===== src/rtl/baud_bank_pkg.sv =====
package baud_bank_pkg;
  localparam int WORD_W  = 32;
  localparam int DIV_W   = 12;
  localparam int PRE_W   = 4;
  localparam int EN_BIT  = 16;
  localparam int SRC_LSB = 14;
  localparam int DIV_LSB = 1;
  localparam int P16_BIT = 0;
  localparam logic [WORD_W-1:0] CFG_MASK = 32'h0001_DFFF;

  typedef enum logic [1:0] {
    SRC_BASE = 2'b00,
    SRC_EXTA = 2'b01,
    SRC_EXTB = 2'b10,
    SRC_NONE = 2'b11
  } src_sel_e;

  typedef struct packed {
    logic             en;
    src_sel_e         src;
    logic             div16;
    logic [DIV_W-1:0] div;
  } gen_cfg_t;

  function automatic gen_cfg_t unpack_cfg(input logic [WORD_W-1:0] w);
    gen_cfg_t c;
    c.en    = w[EN_BIT];
    c.src   = src_sel_e'(w[SRC_LSB+:2]);
    c.div16 = w[P16_BIT];
    c.div   = w[DIV_LSB+:DIV_W];
    return c;
  endfunction
endpackage


===== src/rtl/baud_regs.sv =====
module baud_regs
  import baud_bank_pkg::*;
#(
  parameter int GRP_SIZE = 4,
  parameter int ADDR_W   = 8,
  parameter logic [ADDR_W-1:0] BASE_A = 8'h00,
  parameter logic [ADDR_W-1:0] BASE_B = 8'h40,
  localparam int NUM_GEN = 2 * GRP_SIZE,
  localparam int GRP_W   = $clog2(GRP_SIZE),
  localparam int IDX_W   = GRP_W + 1
) (
  input  logic              clk_i,
  input  logic              rst_ni,
  input  logic              we_i,
  input  logic [ADDR_W-1:0] addr_i,
  input  logic [WORD_W-1:0] wdata_i,
  output logic [WORD_W-1:0] rdata_o,
  output gen_cfg_t          cfg_o [NUM_GEN],
  output logic [NUM_GEN-1:0] clr_o
);
  logic [WORD_W-1:0] word_q [NUM_GEN];
  logic hit_a, hit_b, hit;
  logic [IDX_W-1:0] idx;

  assign hit_a = addr_i[ADDR_W-1:GRP_W] == BASE_A[ADDR_W-1:GRP_W];
  assign hit_b = addr_i[ADDR_W-1:GRP_W] == BASE_B[ADDR_W-1:GRP_W];
  assign hit   = hit_a | hit_b;
  assign idx   = {hit_b, addr_i[GRP_W-1:0]};

  for (genvar g = 0; g < NUM_GEN; g++) begin : g_word
    always_ff @(posedge clk_i or negedge rst_ni) begin
      if (!rst_ni)                               word_q[g] <= '0;
      else if (we_i && hit && idx == IDX_W'(g))   word_q[g] <= wdata_i & CFG_MASK;
    end
    assign cfg_o[g] = unpack_cfg(word_q[g]);
    assign clr_o[g] = we_i && hit && idx == IDX_W'(g);
  end

  always_comb begin
    rdata_o = '0;
    if (hit) rdata_o = word_q[idx];
  end

  AST_WR_LANDS: assert property (@(posedge clk_i) disable iff (!rst_ni)
    (we_i && hit) |=> (word_q[$past(idx)] == ($past(wdata_i) & CFG_MASK)));
  AST_ONE_CLR: assert property (@(posedge clk_i) disable iff (!rst_ni)
    $onehot0(clr_o));
endmodule


===== src/rtl/baud_ext_sync.sv =====
module baud_ext_sync #(
  parameter int NUM_EXT = 2,
  parameter int SYNC_N  = 2
) (
  input  logic               clk_i,
  input  logic               rst_ni,
  input  logic [NUM_EXT-1:0] pin_i,
  output logic [NUM_EXT-1:0] rise_o
);
  for (genvar p = 0; p < NUM_EXT; p++) begin : g_pin
    logic [SYNC_N-1:0] sync_q;
    logic              last_q;
    always_ff @(posedge clk_i or negedge rst_ni) begin
      if (!rst_ni) begin
        sync_q <= '0;
        last_q <= 1'b0;
      end else begin
        sync_q <= {sync_q[SYNC_N-2:0], pin_i[p]};
        last_q <= sync_q[SYNC_N-1];
      end
    end
    assign rise_o[p] = sync_q[SYNC_N-1] & ~last_q;

    AST_EDGE_SINGLE: assert property (@(posedge clk_i) disable iff (!rst_ni)
      rise_o[p] |=> !rise_o[p]);
  end
endmodule


===== src/rtl/baud_gen.sv =====
module baud_gen
  import baud_bank_pkg::*;
#(
  parameter int NUM_SRC = 3
) (
  input  logic               clk_i,
  input  logic               rst_ni,
  input  gen_cfg_t           cfg_i,
  input  logic               clr_i,
  input  logic [NUM_SRC-1:0] ev_i,
  output logic               tick_o
);
  logic [DIV_W-1:0] cnt_q;
  logic [PRE_W-1:0] pre_q;
  logic             tick_q;
  logic             ev, feed;

  always_comb begin
    unique case (cfg_i.src)
      SRC_BASE: ev = ev_i[0];
      SRC_EXTA: ev = ev_i[1];
      SRC_EXTB: ev = ev_i[2];
      default:  ev = 1'b0;
    endcase
  end

  assign feed = ev && (!cfg_i.div16 || pre_q == '1);

  always_ff @(posedge clk_i or negedge rst_ni) begin
    if (!rst_ni) begin
      cnt_q  <= '0;
      pre_q  <= '0;
      tick_q <= 1'b0;
    end else if (clr_i || !cfg_i.en) begin
      cnt_q  <= '0;
      pre_q  <= '0;
      tick_q <= 1'b0;
    end else begin
      tick_q <= 1'b0;
      if (ev && cfg_i.div16) pre_q <= pre_q + 1'b1;
      if (feed) begin
        if (cnt_q == cfg_i.div) begin
          cnt_q  <= '0;
          tick_q <= 1'b1;
        end else begin
          cnt_q <= cnt_q + 1'b1;
        end
      end
    end
  end

  assign tick_o = tick_q;

  AST_TICK_NEEDS_EN: assert property (@(posedge clk_i) disable iff (!rst_ni)
    tick_q |-> $past(cfg_i.en));
  AST_CNT_BOUND: assert property (@(posedge clk_i) disable iff (!rst_ni)
    clr_i || (cnt_q <= cfg_i.div));
  AST_CLR_RESTART: assert property (@(posedge clk_i) disable iff (!rst_ni)
    clr_i |=> (cnt_q == '0 && pre_q == '0 && !tick_q));
  AST_TICK_FROM_EV: assert property (@(posedge clk_i) disable iff (!rst_ni)
    tick_q |-> $past(ev));
endmodule


===== src/rtl/baud_bank.sv =====
module baud_bank
  import baud_bank_pkg::*;
#(
  parameter int GRP_SIZE = 4,
  parameter int ADDR_W   = 8,
  parameter logic [ADDR_W-1:0] BASE_A = 8'h00,
  parameter logic [ADDR_W-1:0] BASE_B = 8'h40,
  parameter int NUM_EXT  = 2,
  localparam int NUM_GEN = 2 * GRP_SIZE
) (
  input  logic               clk_i,
  input  logic               rst_ni,
  input  logic               base_tick_i,
  input  logic [NUM_EXT-1:0] ext_clk_i,
  input  logic               bus_we_i,
  input  logic [ADDR_W-1:0]  bus_addr_i,
  input  logic [WORD_W-1:0]  bus_wdata_i,
  output logic [WORD_W-1:0]  bus_rdata_o,
  output logic [NUM_GEN-1:0] tick_o
);
  gen_cfg_t           cfg [NUM_GEN];
  logic [NUM_GEN-1:0] clr;
  logic [NUM_EXT-1:0] ext_rise;
  logic [NUM_EXT:0]   ev;

  baud_regs #(
    .GRP_SIZE(GRP_SIZE), .ADDR_W(ADDR_W), .BASE_A(BASE_A), .BASE_B(BASE_B)
  ) u_regs (
    .clk_i(clk_i), .rst_ni(rst_ni), .we_i(bus_we_i), .addr_i(bus_addr_i),
    .wdata_i(bus_wdata_i), .rdata_o(bus_rdata_o), .cfg_o(cfg), .clr_o(clr)
  );

  baud_ext_sync #(.NUM_EXT(NUM_EXT)) u_sync (
    .clk_i(clk_i), .rst_ni(rst_ni), .pin_i(ext_clk_i), .rise_o(ext_rise)
  );

  assign ev = {ext_rise, base_tick_i};

  for (genvar g = 0; g < NUM_GEN; g++) begin : g_gen
    baud_gen #(.NUM_SRC(NUM_EXT + 1)) u_gen (
      .clk_i(clk_i), .rst_ni(rst_ni), .cfg_i(cfg[g]), .clr_i(clr[g]),
      .ev_i(ev), .tick_o(tick_o[g])
    );
  end

  AST_RESET_QUIET: assert property (@(posedge clk_i)
    !rst_ni |=> tick_o == '0);
endmodule


===== config.mk =====
export PLATFORM = sky130hd
export DESIGN_NAME = baud_bank
export DESIGN_NICKNAME = d
export VERILOG_FILES = /design/src/rtl/baud_bank_pkg.sv /design/src/rtl/baud_regs.sv /design/src/rtl/baud_ext_sync.sv /design/src/rtl/baud_gen.sv /design/src/rtl/baud_bank.sv
export SDC_FILE = /design/constraint.sdc
export NUM_CORES = 1
export LEC_CHECK = 0
export BUFFER_PORTS_ARGS = -buffer_cell sky130_fd_sc_hd__buf_4
export CORE_ASPECT_RATIO = 0.6
export CORE_UTILIZATION = 55
export DETAILED_ROUTE_END_ITERATION = 7
export PLACE_DENSITY = 0.7
export SETUP_SLACK_MARGIN = 0.05
export SLEW_MARGIN = 15
export SYNTH_ARGS = -nofsm -noshare
export SYNTH_HDL_FRONTEND = slang
export SYNTH_SLANG_ARGS = --single-unit

===== constraint.sdc =====
create_clock -name clk_i -period 2.2 [get_ports clk_i]
set_input_delay 0.33 -clock clk_i [delete_from_list [all_inputs] [get_ports clk_i]]
set_output_delay 0.33 -clock clk_i [all_outputs]
set_load 0.1 [all_outputs]

==> summary by stage <==
Floorplan
The area of the die is 0.0283 mm^2. The initial core utilization is 0.568. 86 I/O pins were placed. The floorplan step set the die width to 217 um. The floorplan core area is 0.0268 mm^2.

The height of the die is 131 um. After floorplanning, the core was divided into 46 placement rows.

Detailed routing
The routed layout has 12428 vias. After the first detailed-routing iteration, the DRC count stood at 1195. The count of nets left with antenna violations once routing finished came out at 0. The length of the first detailed-routing pass in iterations is 7. In the routed design, unresolved DRC markers number 0.

The detailed-route wire length per cell is 21.9 um. Using the TritonRoute via totals, the vias-per-cell ratio works out to 6.26. The final layout contains routed wiring with a total length of 43500 um.

Worst setup path
At the worst endpoint, the required time is 1.87 ns. Along the worst path, the maximum fanout reaches 2. The category of the most critical setup path is reg2out. The startpoint class of the critical path is a flop. The worst register-to-register path begins at u_regs.cfg_o[93]$_DFFE_PN0P_. The endpoint class of the critical path is an output port. Tracing the worst setup path back leads to its startpoint at u_regs.cfg_o[19]$_DFFE_PN0P_. The data arrival time of the worst path is 1.88 ns.

CTS
The CTS clock-pin slew for the worst setup and hold paths is 0.07 ns. The TritonCTS clock tree is built. TritonCTS created 27 clock buffers. The master cell of the clock root buffer is clkbuf_16.

CTS saw 270 sinks. CTS built an H-tree with a depth of 1. At the later pin of the worst-skew pair, clock insertion delay measures 0.57 ns. The clock tree buffer depth is 3.

STA
The count of endpoints failing setup in the final report is 2. Setup slack on the critical path of the routed design comes to -0.00566 ns. The count of final hold-check violations came to 0. The slew of the pin with the lowest slew margin is 0.646 ns. The upper clock frequency limit is 453 MHz. The minimum hold slack is 0.114 ns. Headroom to the max-slew limit came out at 0.568. The post-layout minimum cycle time is 2.21 ns. Setup repair after global routing could not meet its margin everywhere. The final-report max-slew violation count is 0. The fraction of the cycle the final worst path needs is 1.00. The clock arrives with 0.0264 ns of skew.

After routing, the total negative slack on setup checks comes to -0.0112 ns.

Logic synthesis
The number of cells produced by synthesis is 1415. In the synthesized netlist the dominant register cell turns out to be dfrtp_1. The number of synthesized register bits is 270. The netlist uses 65 different library cells. In this run the cell area of the synthesized design comes to 0.0152 mm^2. The share of the Yosys chip area taken by registers is 0.444. The share of the synthesized area in the top cell type is 0.444.

Counting flops with a built-in enable in the synthesized netlist gives 0. By area the synthesized netlist is led by dfrtp_1 44%, mux2_2 8.9%, xnor2_1 5.5%, mux4_2 4.7%, a221o_1 4.3%. The biggest area consumer among synthesized cells is dfrtp_1. During synthesis, Yosys emitted a total of 0 warnings.

The share of async-settable or async-resettable flops after synthesis is 1.00. A synthesized cell averages 10.7 um^2.

Cells and area
Once layout is done, the placed cells without fillers occupy 0.0186 mm^2. The top cell types in the final layout, fill and taps aside, are 251 x dfrtp_1, 216 x buf_4, 120 x mux2_2. The number of nets in the layout is 1665. The antenna diode count is 0. The synthesis-to-finish area growth is 22.4%. The ratio of cells with drive above 1 in the final layout is 0.338. The post-route core utilization is 0.695. The most common library cell in the layout ignoring fill and taps is dfrtp_1.

Global routing
The number of global-route vias before repair is 12048. The combined global-route utilization of all metal layers is 0.311. For this run the aggregate overflow at the end of global routing stands at 0. The initial antenna violation count was 2. The first-pass GRT wire length is 67900 um. The pin count of the biggest net entering global routing is 52.

Outcome
The checks that failed: setup timing. The flow ran to the end, but the final reports show violations.

Min path
The hold path startpoint is bus_wdata_i[15]. The tightest min-delay check is of the in2reg type.

Placement
The estimated wirelength of the detail-placed design is 29700 um. The placer congestion estimate is 0.897. The cell area after placement is 0.0163 mm^2. The count of buffers added on input and output ports is 53.

Pwr
Across the VDD grid, the largest voltage drop is 708 uV. Summed over all cells, the static leakage comes to 8.33 nW. The power density of the placed cells is 763 mW/mm^2.

Flow run
The max capacitance violation total is 0.
## logic make-up after synthesis
kind of cell	after synthesis	share of synthesized area
muxes	160	0.142
other	1	0.000247
buffers and inverters	107	0.0366
adders and majority gates	16	0.0132
AOI/OAI and AO/OA	175	0.0891
xor gates and xnor gates	120	0.0691
DFF	270	0.444
and+or+nand+nor	566	0.206
## area by class of cell
cell class | count | area [um^2]
Inverter | 6 | 22.5
Sequential cell | 270 | 6780
Timing Repair Buffer | 245 | 2170
Clock inverter | 13 | 203
Fill cell | 1898 | 8150
Tap cell | 360 | 450
Multi-Input combinational cell | 1053 | 8190
Clock buffer | 37 | 793
## critical path, cell delays in order (launching register included)
cell and delay (ns):
dfrtp_1 0.42, mux4_2 0.51, nand3_1 0.13, nand2_2 0.09, buf_12 0.17
## synth_stat cells (all sizes together), types with 5 or more instances
cell type,number
nand4,43
o21a,6
nor3,88
nand2b,5
nor3b,9
nor2b,8
a2bb2oi,8
xor2,24
or3,13
and3,28
nand3b,18
buf,60
nand3,85
dfrtp,270
inv,6
ha,16
nand2,124
and2,5
nor4b,13
mux2i,8
and4,13
nor4,5
or4,10
o21ai,34
clkbuf,41
nor2,87
mux4,32
a221o,65
a31oi,5
xnor2,96
o211ai,9
mux2,120
a21oi,30
## power breakdown
group / switching [mW] / internal [mW]
logic: 1.57 / 1.34
clock network: 2.09 / 3.11
registers: 0.680 / 5.40
## timing repair
| action | CTS | global route |
|---|---|---|
| hold endpoints to repair | 44 | 0 |
| gates resized for setup | 85 | 22 |
| pin swaps | 16 | 8 |
| hold buffers | 3 | 0 |
| endpoints found under the setup margin | 16 | 38 |
| buffers inserted | 92 | 16 |
## layer usage
layer  track usage  share of wire
met3        0.0502          0.075
met5             0              0
met1         0.443           0.44
met2         0.493           0.46
met4        0.0986          0.032
## path summary, 6_finish.rpt
| path | cells past startpoint | end | slack, ns |
|---|---|---|---|
| setup / recovery | 4 | bus_rdata_o[4] | -0.006 |
| hold / removal | 2 | u_regs.cfg_o[14]$_DFFE_PN0P_ | 0.11 |
| setup reg to reg | 6 | g_gen[2].u_gen.cnt_q[1]$_DFFE_PN0P_ | 0.11 |
| hold reg to reg | 0 | u_sync.g_pin[0].sync_q[1]$_DFF_PN0_ | 0.35 |
| max in group asynchronous | 3 | u_regs.cfg_o[12]$_DFFE_PN0P_ | 1.19 |
| min in group asynchronous | 2 | u_regs.cfg_o[60]$_DFFE_PN0P_ | 0.29 |
## per-stage QoR
| step | total power, mW | setup slack, ns | std cells |
|---|---|---|---|
| floorplan | 7.95 | 0.105 | 1430 |
| global placement | 8.68 | 0.0991 | 1823 |
| detailed placement | 8.80 | 0.0210 | 1823 |
| CTS | 14.1 | -0.0110 | 1968 |
| global route | 14.8 | -0.0294 | 1984 |
| finish | 14.2 | -0.00566 | 1984 |
## sequential cells by signal, indices dropped and copies added, names as in the netlist
name and flops:
u_sync.g_pin.last_q 2, g_gen.u_gen.cnt_q 96, u_sync.g_pin.sync_q 4, g_gen.u_gen.tick_o 8, g_gen.u_gen.pre_q 32, u_regs.cfg_o 128
Power figures use the tool's default switching activity.
